==> src/rtl/fthr_pkg.sv <==
package fthr_pkg;
  localparam int REG_W = 32;

  typedef enum logic [1:0] {
    RG_ENABLE = 2'd0,
    RG_EVENT  = 2'd1,
    RG_CTRL   = 2'd2,
    RG_COUNT  = 2'd3
  } reg_sel_e;

  localparam int N_EVT = 4;
  // event index -> bit position in enable/event words
  localparam int EV_RXRDY = 0;
  localparam int EV_TXREQ = 1;
  localparam int EV_OVF   = 2;
  localparam int EV_DONE  = 3;

  localparam int B_RXCLR  = 15;
  localparam int B_TXCLR  = 31;
  localparam int F_RXLVL  = 0;
  localparam int F_TXLVL  = 16;
  localparam int F_RXCNT  = 0;
  localparam int F_TXCNT  = 16;

  function automatic int evt_pos(int idx);
    return idx * 4;
  endfunction
endpackage

==> src/rtl/fthr_level.sv <==
module fthr_level #(
  parameter int CNT_W       = 7,
  parameter int LVL_W       = 8,
  parameter bit AT_OR_ABOVE = 1'b1
) (
  input  logic [CNT_W-1:0] count,
  input  logic             flush,
  input  logic [LVL_W-1:0] level,
  output logic [CNT_W-1:0] seen,
  output logic             hit
);
  localparam int CMP_W = (CNT_W > LVL_W) ? CNT_W : LVL_W;

  logic [CMP_W-1:0] c_ext, l_ext;

  always_comb begin
    seen  = flush ? '0 : count;
    c_ext = CMP_W'(seen);
    l_ext = CMP_W'(level);
  end

  generate
    if (AT_OR_ABOVE) begin : g_above
      assign hit = (c_ext >= l_ext);
    end else begin : g_below
      assign hit = (c_ext <= l_ext);
    end
  endgenerate
endmodule

==> src/rtl/fthr_events.sv <==
module fthr_events #(
  parameter int N = 4
) (
  input  logic         clk,
  input  logic         rst_n,
  input  logic [N-1:0] set_i,
  input  logic [N-1:0] clr_i,
  output logic [N-1:0] pend_o
);
  generate
    for (genvar i = 0; i < N; i++) begin : g_bit
      always_ff @(posedge clk) begin
        if (!rst_n)        pend_o[i] <= 1'b0;
        else if (set_i[i]) pend_o[i] <= 1'b1;
        else if (clr_i[i]) pend_o[i] <= 1'b0;
      end
    end
  endgenerate
endmodule

==> src/rtl/fthr_cfg.sv <==
module fthr_cfg
  import fthr_pkg::*;
#(
  parameter int LVL_W   = 8,
  parameter int RST_LVL = 48
) (
  input  logic             clk,
  input  logic             rst_n,
  input  logic             wr_en,
  input  reg_sel_e         wr_sel,
  input  logic [REG_W-1:0] wr_data,
  output logic [N_EVT-1:0] enable_o,
  output logic [LVL_W-1:0] rx_lvl_o,
  output logic [LVL_W-1:0] tx_lvl_o,
  output logic             rx_clr_o,
  output logic             tx_clr_o
);
  logic wr_ena, wr_ctl;
  logic [N_EVT-1:0] ena_in;

  assign wr_ena = wr_en && (wr_sel == RG_ENABLE);
  assign wr_ctl = wr_en && (wr_sel == RG_CTRL);

  generate
    for (genvar i = 0; i < N_EVT; i++) begin : g_ena
      assign ena_in[i] = wr_data[evt_pos(i)];
    end
  endgenerate

  always_ff @(posedge clk) begin
    if (!rst_n) begin
      enable_o <= '0;
      rx_lvl_o <= LVL_W'(RST_LVL);
      tx_lvl_o <= LVL_W'(RST_LVL);
      rx_clr_o <= 1'b0;
      tx_clr_o <= 1'b0;
    end else begin
      if (wr_ena) enable_o <= ena_in;
      if (wr_ctl) begin
        rx_lvl_o <= wr_data[F_RXLVL +: LVL_W];
        tx_lvl_o <= wr_data[F_TXLVL +: LVL_W];
      end
      rx_clr_o <= wr_ctl && wr_data[B_RXCLR];
      tx_clr_o <= wr_ctl && wr_data[B_TXCLR];
    end
  end
endmodule

==> src/rtl/fifo_thr_irq.sv <==
module fifo_thr_irq
  import fthr_pkg::*;
#(
  parameter int DEPTH = 64,
  parameter int LVL_W = 8,
  parameter int CNT_W = $clog2(DEPTH + 1)
) (
  input  logic             clk,
  input  logic             rst_n,
  input  logic             wr_en,
  input  logic [1:0]       wr_addr,
  input  logic [31:0]      wr_data,
  input  logic [1:0]       rd_addr,
  output logic [31:0]      rd_data,
  input  logic [CNT_W-1:0] rx_count,
  input  logic [CNT_W-1:0] tx_count,
  input  logic             rx_overflow,
  input  logic             xfer_done,
  output logic             rx_fifo_clr,
  output logic             tx_fifo_clr,
  output logic             irq
);
  localparam int RST_LVL = DEPTH / 4 * 3;

  reg_sel_e         wsel, rsel;
  logic [N_EVT-1:0] ena, pend, setv, clrv;
  logic [LVL_W-1:0] rx_lvl, tx_lvl;
  logic [CNT_W-1:0] rx_seen, tx_seen;
  logic             rx_hit, tx_hit;
  logic [31:0]      status_w, enable_w;

  assign wsel = reg_sel_e'(wr_addr);
  assign rsel = reg_sel_e'(rd_addr);

  fthr_cfg #(.LVL_W(LVL_W), .RST_LVL(RST_LVL)) u_cfg (
    .clk(clk), .rst_n(rst_n), .wr_en(wr_en), .wr_sel(wsel), .wr_data(wr_data),
    .enable_o(ena), .rx_lvl_o(rx_lvl), .tx_lvl_o(tx_lvl),
    .rx_clr_o(rx_fifo_clr), .tx_clr_o(tx_fifo_clr)
  );

  fthr_level #(.CNT_W(CNT_W), .LVL_W(LVL_W), .AT_OR_ABOVE(1'b1)) u_rx_lvl (
    .count(rx_count), .flush(rx_fifo_clr), .level(rx_lvl), .seen(rx_seen), .hit(rx_hit)
  );

  fthr_level #(.CNT_W(CNT_W), .LVL_W(LVL_W), .AT_OR_ABOVE(1'b0)) u_tx_lvl (
    .count(tx_count), .flush(tx_fifo_clr), .level(tx_lvl), .seen(tx_seen), .hit(tx_hit)
  );

  always_comb begin
    setv           = '0;
    setv[EV_RXRDY] = rx_hit;
    setv[EV_TXREQ] = tx_hit;
    setv[EV_OVF]   = rx_overflow;
    setv[EV_DONE]  = xfer_done;
  end

  generate
    for (genvar i = 0; i < N_EVT; i++) begin : g_clr
      assign clrv[i] = wr_en && (wsel == RG_EVENT) && wr_data[evt_pos(i)];
    end
  endgenerate

  fthr_events #(.N(N_EVT)) u_evt (
    .clk(clk), .rst_n(rst_n), .set_i(setv), .clr_i(clrv), .pend_o(pend)
  );

  always_comb begin
    status_w = '0;
    enable_w = '0;
    for (int i = 0; i < N_EVT; i++) begin
      status_w[evt_pos(i)] = pend[i];
      enable_w[evt_pos(i)] = ena[i];
    end
  end

  assign irq = |(pend & ena);

  always_comb begin
    rd_data = '0;
    unique case (rsel)
      RG_ENABLE: rd_data = enable_w;
      RG_EVENT:  rd_data = status_w;
      RG_CTRL: begin
        rd_data[F_RXLVL +: LVL_W] = rx_lvl;
        rd_data[F_TXLVL +: LVL_W] = tx_lvl;
      end
      RG_COUNT: begin
        rd_data[F_RXCNT +: CNT_W] = rx_seen;
        rd_data[F_TXCNT +: CNT_W] = tx_seen;
      end
      default: rd_data = '0;
    endcase
  end
endmodule

==> config.mk <==
export PLATFORM = sky130hd
export DESIGN_NAME = fifo_thr_irq
export DESIGN_NICKNAME = d
export VERILOG_FILES = /design/src/rtl/fthr_pkg.sv /design/src/rtl/fthr_level.sv /design/src/rtl/fthr_events.sv /design/src/rtl/fthr_cfg.sv /design/src/rtl/fifo_thr_irq.sv
export SDC_FILE = /design/constraint.sdc
export NUM_CORES = 1
export LEC_CHECK = 0
export BUFFER_PORTS_ARGS = -buffer_cell sky130_fd_sc_hd__buf_2
export CAP_MARGIN = 20
export CORE_ASPECT_RATIO = 0.6
export CORE_MARGIN = 5
export CORE_UTILIZATION = 49
export CTS_BUF_LIST = sky130_fd_sc_hd__clkbuf_4
export DETAILED_ROUTE_END_ITERATION = 8
export GPL_TIMING_DRIVEN = 0
export PLACE_DENSITY = 0.92
export SLEW_MARGIN = 20
export SYNTH_ARGS = -nofsm -noshare
export SYNTH_HDL_FRONTEND = slang
export SYNTH_HIERARCHICAL = 1
export SYNTH_SLANG_ARGS = --single-unit
==> constraint.sdc <==
create_clock -name clk -period 1.8 [get_ports clk]
set_input_delay 0.18 -clock clk [delete_from_list [all_inputs] [get_ports clk]]
set_output_delay 0.18 -clock clk [all_outputs]
set_load 0.1 [all_outputs]
* Yosys cells after proc, flatten, opt, wreduce, memory -nomap -nowiden *
Cells that the tools add are included.

word-level totals
  word-level logic and storage cells = 49
  output and inout bits = 35
  flip-flop bits (word level) = 26

operators by class
  bitwise operators = 1
  reduce and logical (&&, ||, !) cells = 17
  mux-type cells = 15
  $lt $le $gt $ge = 2
  eq/ne operators = 5

operators with widths
  operator                                                          number
  7-bit case mux with 4 select lines                                1
  7-bit case mux with 3 select lines                                1
  7-bit 2-to-1 mux                                                  2
  1-bit 2-to-1 mux                                                  10
  5-bit case mux with 2 select lines                                1
  1-bit logical AND                                                 9
  7-bit by 8-bit >= comparator with 1-bit output                    1
  7-bit by 8-bit <= comparator with 1-bit output                    1
  2-bit nonzero test                                                4
  2-bit == test (second input constant)                             3
  4-bit bitwise AND                                                 1
  2-bit by 1-bit == test with 1-bit output (second input constant)  2
  2-bit zero test                                                   2
  4-bit OR reduction                                                1
  2-bit OR reduction                                                1

* Longest topological paths before layout *
Gate-level depths: netlist of the first run.

  depth in word-level cells = 5
  mapped depth = 7
  gate-level depth less buffers = 7

* By module *
Netlist of the first run, hierarchy kept.

modules (own cells, without submodules)
  module                  times used  cells an instance  area each (um^2)
  fthr_cfg                1           91                 883.3
  fifo_thr_irq            1           58                 473.0
  fthr_level at u_tx_lvl  1           31                 229.0
  fthr_level at u_rx_lvl  1           29                 222.7
  fthr_events             1           12                 165.2

* Worst setup path before layout of the first run *
No wires, ideal clock.

  kind = reg2out
  from = register u_cfg.tx_clr_o
  to = output rd_data[16]
  path slack = -0.828 ns
  data arrival time = 2.448 ns
  cell stages (with the launch flop) = 5
  data required time = 1.620 ns
  cells stage by stage = dfxtp_1 nand2b_1 inv_1 mux2i_1 nor2b_1

between the ends
  cells in the longest elaborated chain, start to end = 2

RTL lines
  item                                line                source
  start, declared                     fthr_cfg.sv:16      output logic tx_clr_o
  start signal, assigned              fthr_cfg.sv:44      tx_clr_o <= wr_ctl && wr_data[B_TXCLR];
  7-bit 2-to-1 mux                    fthr_level.sv:17    seen = flush ? '0 : count;
  net tx_seen[0]                      fifo_thr_irq.sv:28  logic [CNT_W-1:0] rx_seen, tx_seen;
  7-bit case mux with 3 select lines  fifo_thr_irq.sv:80  unique case (rsel)
  end, declared                       fifo_thr_irq.sv:14  output logic [31:0] rd_data,

The timed path passes the listed nets, and every way through them passes these cells.

* Final worst setup path of the first run *
  from = register u_cfg.rx_clr_o
  to = output rd_data[0]

between the ends
  cells in the longest elaborated chain, start to end = 2

RTL lines
  item                                line                source
  start, declared                     fthr_cfg.sv:15      output logic rx_clr_o,
  start signal, assigned              fthr_cfg.sv:43      rx_clr_o <= wr_ctl && wr_data[B_RXCLR];
  7-bit 2-to-1 mux                    fthr_level.sv:17
  net rx_seen[0]                      fifo_thr_irq.sv:28
  7-bit case mux with 4 select lines  fifo_thr_irq.sv:80

The timed path passes the listed nets, and every way through them passes these cells.

==> results of run 1 <==
[metrics by stage]
stage          instances  utilization [%]  hold WS, ps  TNS, ps
2_1_floorplan        234                -        297.5        0
3_3_place_gp         343            66.10        390.6        0
3_5_place_dp         343            66.10        398.0        0
4_1_cts              347            67.93        44.82   -13.82
5_1_grt              347            68.96        38.23   -65.73
6_report             347            68.96        50.19        0
[worst max-delay path, stage by stage (launching register included)]
cell      delay [ps]
dfxtp_4          430
nand2b_4         150
inv_2             30
mux4_2           490
buf_12           190
[worst max-delay path by stage]
stage,start,end,slack [ps]
3_3_place_gp,rd_addr[1],rd_data[1],140
5_1_grt,u_cfg/rx_clr_o,rd_data[0],-70
2_1_floorplan,u_cfg/tx_clr_o,rd_data[16],50
3_5_place_dp,rd_addr[1],rd_data[18],60
6_report,u_cfg/rx_clr_o,rd_data[0],10
4_1_cts,u_cfg/rx_clr_o,rd_data[0],-10
[routing by layer]
layer	wire, um	GRT usage (%)	share of wire [%]	vias up
li1	-	-	-	876
met1	2374	26.05	45	818
met2	2479	31.33	47	77
met3	429	4.695	8.1	4
met4	36	3.805	0.68	0
met5	0	0	0	-
[flip-flops by register name, summed over array words and instances, names as in the netlist]
| name | flops |
|---|---|
| u_cfg/rx_lvl_o | 8 |
| u_evt/pend_o | 4 |
| u_cfg/rx_clr_o | 1 |
| u_cfg/tx_lvl_o | 8 |
| u_cfg/tx_clr_o | 1 |
| u_cfg/enable_o | 4 |
[power by group]
part	internal (uW)	switching (uW)	total, uW
logic	224	486	710
clock network	225	180	405
registers	599	22.2	622
total	1050	688	1740
[cells by family after synthesis]
kind of cell / synth area share [%]
flops: 26.38
mux: 17.50
fa+ha+maj: 8.878
simple gates: 25.81
buf+inv: 12.62
compound gates: 8.623
other cells: 0.1901
[layout make-up]
cell class                      count  area, um^2  share of cell area, %
Buffer                             23       181.4                  6.988
Clock buffer                        3       22.52                 0.8675
Clock inverter                      1       30.03                  1.157
Inverter                           18       67.56                  2.602
Multi-Input combinational cell    167        1350                  52.00
Sequential cell                    26       528.0                  20.34
Tap cell                           47       58.81                  2.265
Timing Repair Buffer               62       357.8                  13.78
[cell usage in the layout (no fill, tap or decap), drive strengths merged]
cell type  synthesis  layout
clkbuf             2      12
mux4               2       2
nor2               3       3
nor3b              2       2
nor2b             29      29
and3               2       2
nand2             32      32
and2               4       4
bufinv             0       1
a21oi              5       5
and3b              4       4
a22oi              2       2
nand4              1       1
ha                14      14
buf               21      76
dfxtp             26      26
o211ai             6       6
o21a               5       5
nand2b             2       2
mux2i             30      30
o22ai              2       2
nand4b             6       6
a21o               2       2
inv               18      18
conb               1      14
==> impl_metrics.py, run 1 <==
metrics = {
    "detailed_routing": {
        "drt-initial-drc-count": 112,
        "drc": 0,
        "ant_nets": 0,
        "routed_wl_mm": 5.320,
        "vias": 1775,
        "detail_route.wl_per_cell_um": 15.33,
        "drt_pass1_iterations": 5,
        "vias_per_cell": 5.115,
    },
    "clock_tree": {
        "path_clk_slew_ps": 150,
        "clockRootBuffer": "clkbuf_4",
        "cts_resized": 6,
        "ctsHoldBuffers": 0,
        "cts_buffer_depth": 2,
        "cts.sinks": 26,
        "htree_levels": 1,
        "cts_buffers": 3,
        "cts_tree": "yes",
        "post_cts_buffers": 0,
        "worstSkewPairLatency_ps": 330,
    },
    "setup_path": {
        "endpoint_kind": "output pin",
        "critPathKind": "flop to output pin",
        "rr_startpoint": "u_cfg/rx_clr_o",
        "reg2reg_to": "u_evt/pend_o[0]",
        "cp.required_ps": 1620,
        "path_max_fanout": 8,
        "reg2reg_slack_ps": 190,
        "worstPathArrival_ps": 1610,
        "crit_path_start_kind": "flop",
        "r2r_cells": 6,
    },
    "synthesis": {
        "yosysSeqAreaShare_pct": 26.38,
        "yosysMostFrequentCell": "nand2_1",
        "synthArstFlopShare_pct": 0,
        "synth_edf_count": 0,
        "yosysTopAreaCell": "dfxtp_1",
        "synth_top_area_share_pct": 26.38,
        "synth_area_um2": 1973,
        "ys.warnings.count": 6,
        "synth_area_leaders": "dfxtp_1 (26%), mux2i_1 (15%), ha_1 (8.9%)",
        "synth_common_cells": "nand2_1 (32), mux2i_1 (30), dfxtp_1 (26)",
        "ys.flop_type": "dfxtp_1",
        "syn_avg_cell_area_um2": 8.928,
        "synth_cell_type_count": 30,
        "netlist_instances": 221,
        "ys_ff_latch": 26,
    },
    "final_layout": {
        "finalNetCount": 370,
        "drive_gt1_share_pct": 39.33,
        "areaGrowthSynthToFinish_pct": 31.58,
        "fillCellCount": 279,
        "stdcell_area_um2": 2596,
        "antenna_cells": 0,
    },
    "grt": {
        "grt_pass1_wl_mm": 8.424,
        "grt_pass1_vias": 1810,
        "grt_antenna_before_repair": 0,
        "grt_max_degree": 16,
        "grt-ovfl-total": 0,
        "groute.usage.overall_pct": 19.16,
    },
    "timing": {
        "timing.fmax_ghz": 0.5588,
        "setup_slack_ps": 10.55,
        "slew_viol_final": 0,
        "period_minus_slack_ps": 1789,
        "relSlewSlack_pct": 57.13,
        "hold_viol_final": 0,
        "fin_skew_ps": 7.817,
        "tightest_slew_ps": 643.1,
        "setup_viol_count_final": 0,
        "timing.final.crit_share_pct": 99.41,
        "rsz0062_at_grt": "yes",
    },
    "min_path": {
        "hold_path.class": "input pin to flop",
        "hold_path_end": "u_evt/pend_o[2]",
        "hold_depth": 2,
        "min-delay-start": "rx_overflow",
    },
    "power_and_ir_drop": {
        "pwr_density_cell_nw_per_um2": 668.9,
        "power.leakage_uw": 0.001340,
        "total_power_uw": 1737,
        "ir_drop_uv": 514.8,
    },
    "floorplanning": {
        "die_w_um": 91.92,
        "dieArea_um2": 5438,
        "core_area_um2": 3765,
        "io_pins": 90,
        "initial_core_util_pct": 52.41,
        "rows": 17,
        "dieHeight_um": 59.16,
    },
    "status": {
        "status": "complete, no violations",
    },
    "placed_design": {
        "post-dp-hpwl_mm": 4.224,
        "post-place-ws_ps": 56.31,
        "io_buffers": 62,
        "place_congestion": 0.8574,
        "place_area_um2": 2489,
    },
    "flow_run": {
        "max_cap_viol_count": 0,
    },
}
Note: power is estimated with default switching activity, not from simulation.
==> run 2, diff against run 1 <==
--- a/config.mk
+++ b/config.mk
@@ -7,9 +7,11 @@
 export LEC_CHECK = 0
 export BUFFER_PORTS_ARGS = -buffer_cell sky130_fd_sc_hd__buf_2
 export CAP_MARGIN = 20
+export CELL_PAD_IN_SITES_DETAIL_PLACEMENT = 1
+export CELL_PAD_IN_SITES_GLOBAL_PLACEMENT = 1
 export CORE_ASPECT_RATIO = 0.6
 export CORE_MARGIN = 5
-export CORE_UTILIZATION = 49
+export CORE_UTILIZATION = 35
 export CTS_BUF_LIST = sky130_fd_sc_hd__clkbuf_4
 export DETAILED_ROUTE_END_ITERATION = 8
 export GPL_TIMING_DRIVEN = 0
==> run 2 against run 1 <==
  * Routed wire length rose by 15%
  * Sequential share of layout area barely moved
  * Clock-buffer cell count did not move
  * The run now ends with setup timing left
  * Design area rose by 0.14%
  * Clock skew rose by 4.9 ps
  * Largest cell class unchanged
  * Total power fell by 7.8%
==> impl_metrics.py, run 2 (synthesized netlist as in run 1, its figures left out) <==
metrics = {
    "grt": {
        "grt_max_degree": 14,
        "grt_antenna_before_repair": 0,
        "grt_pass1_vias": 1918,
        "grt-ovfl-total": 0,
        "grt_pass1_wl_mm": 9.818,
        "groute.usage.overall_pct": 17.37,
    },
    "clock_tree": {
        "htree_levels": 1,
        "clockRootBuffer": "clkbuf_4",
        "cts_buffer_depth": 2,
        "worstSkewPairLatency_ps": 330,
        "cts_buffers": 3,
        "cts.sinks": 26,
        "path_clk_slew_ps": 150,
        "ctsHoldBuffers": 0,
        "cts_tree": "yes",
    },
    "final_layout": {
        "final_common_cell": "buf_2",
        "instances_no_fill": 368,
        "drive_gt1_share_pct": 39.46,
        "multi_input_area_um2": 1350,
        "areaGrowthSynthToFinish_pct": 31.77,
        "antenna_cells": 0,
        "fillCellCount": 688,
        "layout_common_cells": "buf_2 (52), nand2_1 (32), mux2i_1 (30)",
        "fin_util_pct": 47.12,
        "stdcell_area_um2": 2600,
        "finalNetCount": 370,
        "top_regs": "u_cfg/rx_lvl_o x8, u_cfg/tx_lvl_o x8",
        "regArea_um2": 528.0,
    },
    "timing": {
        "whs_ps": 58.88,
        "period_minus_slack_ps": 1815,
        "hold_viol_final": 0,
        "setup_slack_ps": -15.49,
        "timing.fmax_ghz": 0.5508,
        "fin_skew_ps": 12.68,
        "slew_viol_final": 0,
        "timing.final.crit_share_pct": 100.9,
        "rsz0062_at_grt": "yes",
        "setup_viol_count_final": 1,
    },
    "detailed_routing": {
        "vias": 1801,
        "drt_pass1_iterations": 4,
        "vias_per_cell": 4.894,
        "routed_wl_mm": 6.143,
        "drc": 0,
        "drt-initial-drc-count": 58,
        "ant_nets": 0,
        "detail_route.wl_per_cell_um": 16.69,
    },
    "floorplanning": {
        "initial_core_util_pct": 35.76,
        "dieArea_um2": 7288,
        "core_area_um2": 5518,
        "rows": 21,
        "io_pins": 90,
        "dieHeight_um": 68.16,
        "die_w_um": 106.9,
    },
    "power_and_ir_drop": {
        "ir_drop_uv": 302.1,
        "pwr_density_cell_nw_per_um2": 615.7,
        "power.leakage_uw": 0.001331,
    },
    "min_path": {
        "hold_path.class": "input pin to flop",
    },
    "setup_path": {
        "cp.required_ps": 1620,
        "crit_path_start_kind": "flop",
        "path_max_fanout": 8,
        "endpoint_kind": "output pin",
        "critPathKind": "flop to output pin",
        "worstPathArrival_ps": 1640,
    },
    "status": {
        "violations": "setup timing",
        "status": "finished with violations",
    },
    "placed_design": {
        "place_congestion": 0.7650,
        "io_buffers": 62,
        "place_area_um2": 2516,
        "post-dp-hpwl_mm": 4.932,
        "placed_cells": 365,
    },
    "flow_run": {
        "max_cap_viol_count": 0,
    },
}
[run 2: cell types whose count changed in the layout (fill, tap and decap cells not counted), sizes merged]
cell,before,now
buf,76,77
bufinv,1,0
clkbuf,12,11
[run 2: critical path: stages, from the launching register on]
cell      delay [ps]
dfxtp_4          430
nand2b_4         140
inv_2             30
mux4_2           510
buf_12           190
[run 2: timing repair]
item                       4_1_cts  5_1_grt
buffers inserted                 0        0
setup endpoints to repair        9       10
resized for setup                7       16
cloned                           0        0
pin swaps                        0        0
[run 2: path summary, 6_finish.rpt]
kind | start | endpoint | slack [ps] | cells past startpoint
hold / removal | rx_overflow | u_evt/pend_o[2] | 60 | 2
hold reg to reg | u_cfg/enable_o[2] | u_cfg/enable_o[2] | 490 | 2
setup reg to reg | u_cfg/tx_clr_o | u_evt/pend_o[1] | 160 | 7
setup / recovery | u_cfg/rx_clr_o | rd_data[0] | -20 | 4
[run 2: stage by stage]
stage               setup TNS [ps]  worst slack, ps  power [uW]
floorplan                        0            47.58        1188
global placement            -84.40           -31.00        1308
detailed placement          -233.5           -44.09        1329
CTS                         -19.87           -19.87        1590
global route                -83.70           -83.70        1678
finish                      -15.49           -15.49        1601
[run 2: layout make-up]
cell class,count,area share [%]
clock buffers,3,0.8662
repair buffers,62,13.96
well taps,69,3.321
multi-input cells,167,51.92
plain buffers,23,7.026
inverters,18,2.599
flip-flops and latches,26,20.31
[run 2: where the power goes]
part,switching [uW],internal (uW)
Clock,178,78.7
Combinational,494,227
Sequential,23.8,599
[run 2: metal layers]
layer,vias to the layer above,global-route usage (%),part of all wire [%]
li1,878,-,-
met1,867,22.16,48
met2,52,30.09,46
met3,4,5.090,5.9
met4,0,2.552,0.41
met5,-,0,0
==> run 3, diff against run 2 <==
--- a/config.mk
+++ b/config.mk
@@ -5,7 +5,7 @@
 export SDC_FILE = /design/constraint.sdc
 export NUM_CORES = 1
 export LEC_CHECK = 0
-export BUFFER_PORTS_ARGS = -buffer_cell sky130_fd_sc_hd__buf_2
+export BUFFER_PORTS_ARGS = -buffer_cell sky130_fd_sc_hd__clkbuf_2
 export CAP_MARGIN = 20
 export CELL_PAD_IN_SITES_DETAIL_PLACEMENT = 1
 export CELL_PAD_IN_SITES_GLOBAL_PLACEMENT = 1
@@ -13,6 +13,7 @@
 export CORE_MARGIN = 5
 export CORE_UTILIZATION = 35
 export CTS_BUF_LIST = sky130_fd_sc_hd__clkbuf_4
+export CTS_CLUSTER_DIAMETER = 120
 export DETAILED_ROUTE_END_ITERATION = 8
 export GPL_TIMING_DRIVEN = 0
 export PLACE_DENSITY = 0.92
==> run 3 against run 2 <==
  * The run still ends with setup timing left
  * Die area did not move
  * Via count fell by 0.61%
  * Register-to-register slack got worse by 80 ps
  * Utilization rose by 0.23 points
  * Routed wire length rose by 0.34%
  * Flip-flop and latch count did not move
  * Sequential power barely moved
  * Largest cell class unchanged
==> impl_metrics.py, run 3 (synthesized netlist as in run 1, its figures left out) <==
metrics = {
    "timing": {
        "hold_viol_final": 0,
        "rsz0062_at_grt": "yes",
        "period_minus_slack_ps": 1834,
        "timing.fmax_ghz": 0.5452,
        "fin_tns_setup_ps": -34.04,
        "whs_ps": 44.31,
        "timing.final.crit_share_pct": 101.9,
        "setup_slack_ps": -34.04,
        "relSlewSlack_pct": 63.78,
        "slew_viol_final": 0,
        "setup_viol_count_final": 1,
        "fin_skew_ps": 4.689,
        "tightest_slew_ps": 545.6,
    },
    "detailed_routing": {
        "vias_per_cell": 4.838,
        "drt-initial-drc-count": 60,
        "drt_pass1_iterations": 4,
        "vias": 1790,
        "routed_wl_mm": 6.164,
        "detail_route.wl_per_cell_um": 16.66,
        "ant_nets": 0,
        "drc": 0,
    },
    "setup_path": {
        "critPathKind": "flop to output pin",
        "path_cells": "nand2b_4 -> inv_2 -> mux4_2 -> clkbuf_16",
        "endpoint_kind": "output pin",
        "critPathSlowestCell": "mux4_2",
        "crit_buf_inv": 2,
        "slowest_delay_ps": 480,
        "worstPathArrival_ps": 1650,
        "crit_path_start_kind": "flop",
        "path_delay_family": "multiplexers",
        "path_max_fanout": 8,
        "cp.required_ps": 1620,
        "reg2reg_slack_ps": 80,
    },
    "placed_design": {
        "io_buffers": 62,
        "post-dp-hpwl_mm": 4.916,
        "place_congestion": 0.7651,
        "place_area_um2": 2516,
        "placed_cells": 365,
    },
    "final_layout": {
        "finalNetCount": 370,
        "stdcell_area_um2": 2613,
        "final_common_cell": "clkbuf_2",
        "instances_no_fill": 370,
        "top_regs": "u_cfg/rx_lvl_o x8, u_cfg/tx_lvl_o x8",
        "drive_gt1_share_pct": 39.33,
        "layout_common_cells": "clkbuf_2 (49), nand2_1 (32), mux2i_1 (30)",
        "areaGrowthSynthToFinish_pct": 32.40,
    },
    "power_and_ir_drop": {
        "power.leakage_uw": 0.001338,
        "total_power_uw": 1617,
        "pwr_density_cell_nw_per_um2": 619.1,
        "ir_drop_uv": 277.0,
    },
    "floorplanning": {
        "core_area_um2": 5518,
        "die_w_um": 106.9,
        "rows": 21,
        "dieHeight_um": 68.16,
        "dieArea_um2": 7288,
        "initial_core_util_pct": 35.76,
        "io_pins": 90,
    },
    "grt": {
        "grt-ovfl-total": 0,
        "grt_pass1_vias": 1985,
        "grt_antenna_before_repair": 0,
        "grt_max_degree": 15,
        "groute.usage.overall_pct": 17.51,
        "grt_pass1_wl_mm": 9.894,
    },
    "clock_tree": {
        "cts_buffer_depth": 2,
        "cts.sinks": 26,
        "path_clk_slew_ps": 150,
        "cts_buffers": 3,
        "cts_tree": "yes",
        "ctsHoldBuffers": 0,
        "worstSkewPairLatency_ps": 340,
        "htree_levels": 1,
        "clockRootBuffer": "clkbuf_4",
    },
    "status": {
        "status": "finished with violations",
        "violations": "setup timing",
    },
    "min_path": {
        "hold_path.class": "input pin to flop",
    },
    "flow_run": {
        "max_cap_viol_count": 0,
    },
}
## run 3: power breakdown
part,switching (uW),internal [uW]
clock,192,81.9
combinational,493,229
sequential,22.0,599
total,707,910
## run 3: area by class of cell
class,count,area (um^2)
fillers,662,2905
flip-flops and latches,26,528.0
clock buffers,3,22.52
diodes,1,2.502
multi-input cells,167,1350
repair buffers,62,369.1
well taps,69,86.33
clock inverters,1,3.754
plain buffers,23,182.7
inverters,18,67.56
## run 3: final timing paths
path,from,endpoint,depth (start not counted)
hold reg to reg,u_cfg/rx_lvl_o[1],u_cfg/rx_lvl_o[1],2
hold / removal,rx_overflow,u_evt/pend_o[2],2
setup reg to reg,u_cfg/rx_clr_o,u_evt/pend_o[0],6
setup / recovery,u_cfg/rx_clr_o,rd_data[0],4
## run 3: metrics by stage
step,worst slack (ps),util [%]
2_1_floorplan,47.58,-
3_3_place_gp,-75.53,45.60
3_5_place_dp,-87.53,45.60
4_1_cts,-51.46,47.30
5_1_grt,-101.6,47.30
6_report,-34.04,47.35
## run 3: timing repair
item | CTS | global route
cloned | 0 | 0
setup buffers | 0 | 0
setup endpoints to repair | 14 | 5
resized for setup | 20 | 4
## run 3: layer usage
metal  vias up  global-route usage [%]  routed length [um]
li1        879                       -                   -
met1       848                   21.83                2773
met2        58                   31.11                2913
met3         5                   4.807                 435
met4         0                   3.030                  42
met5         -                       0                   0
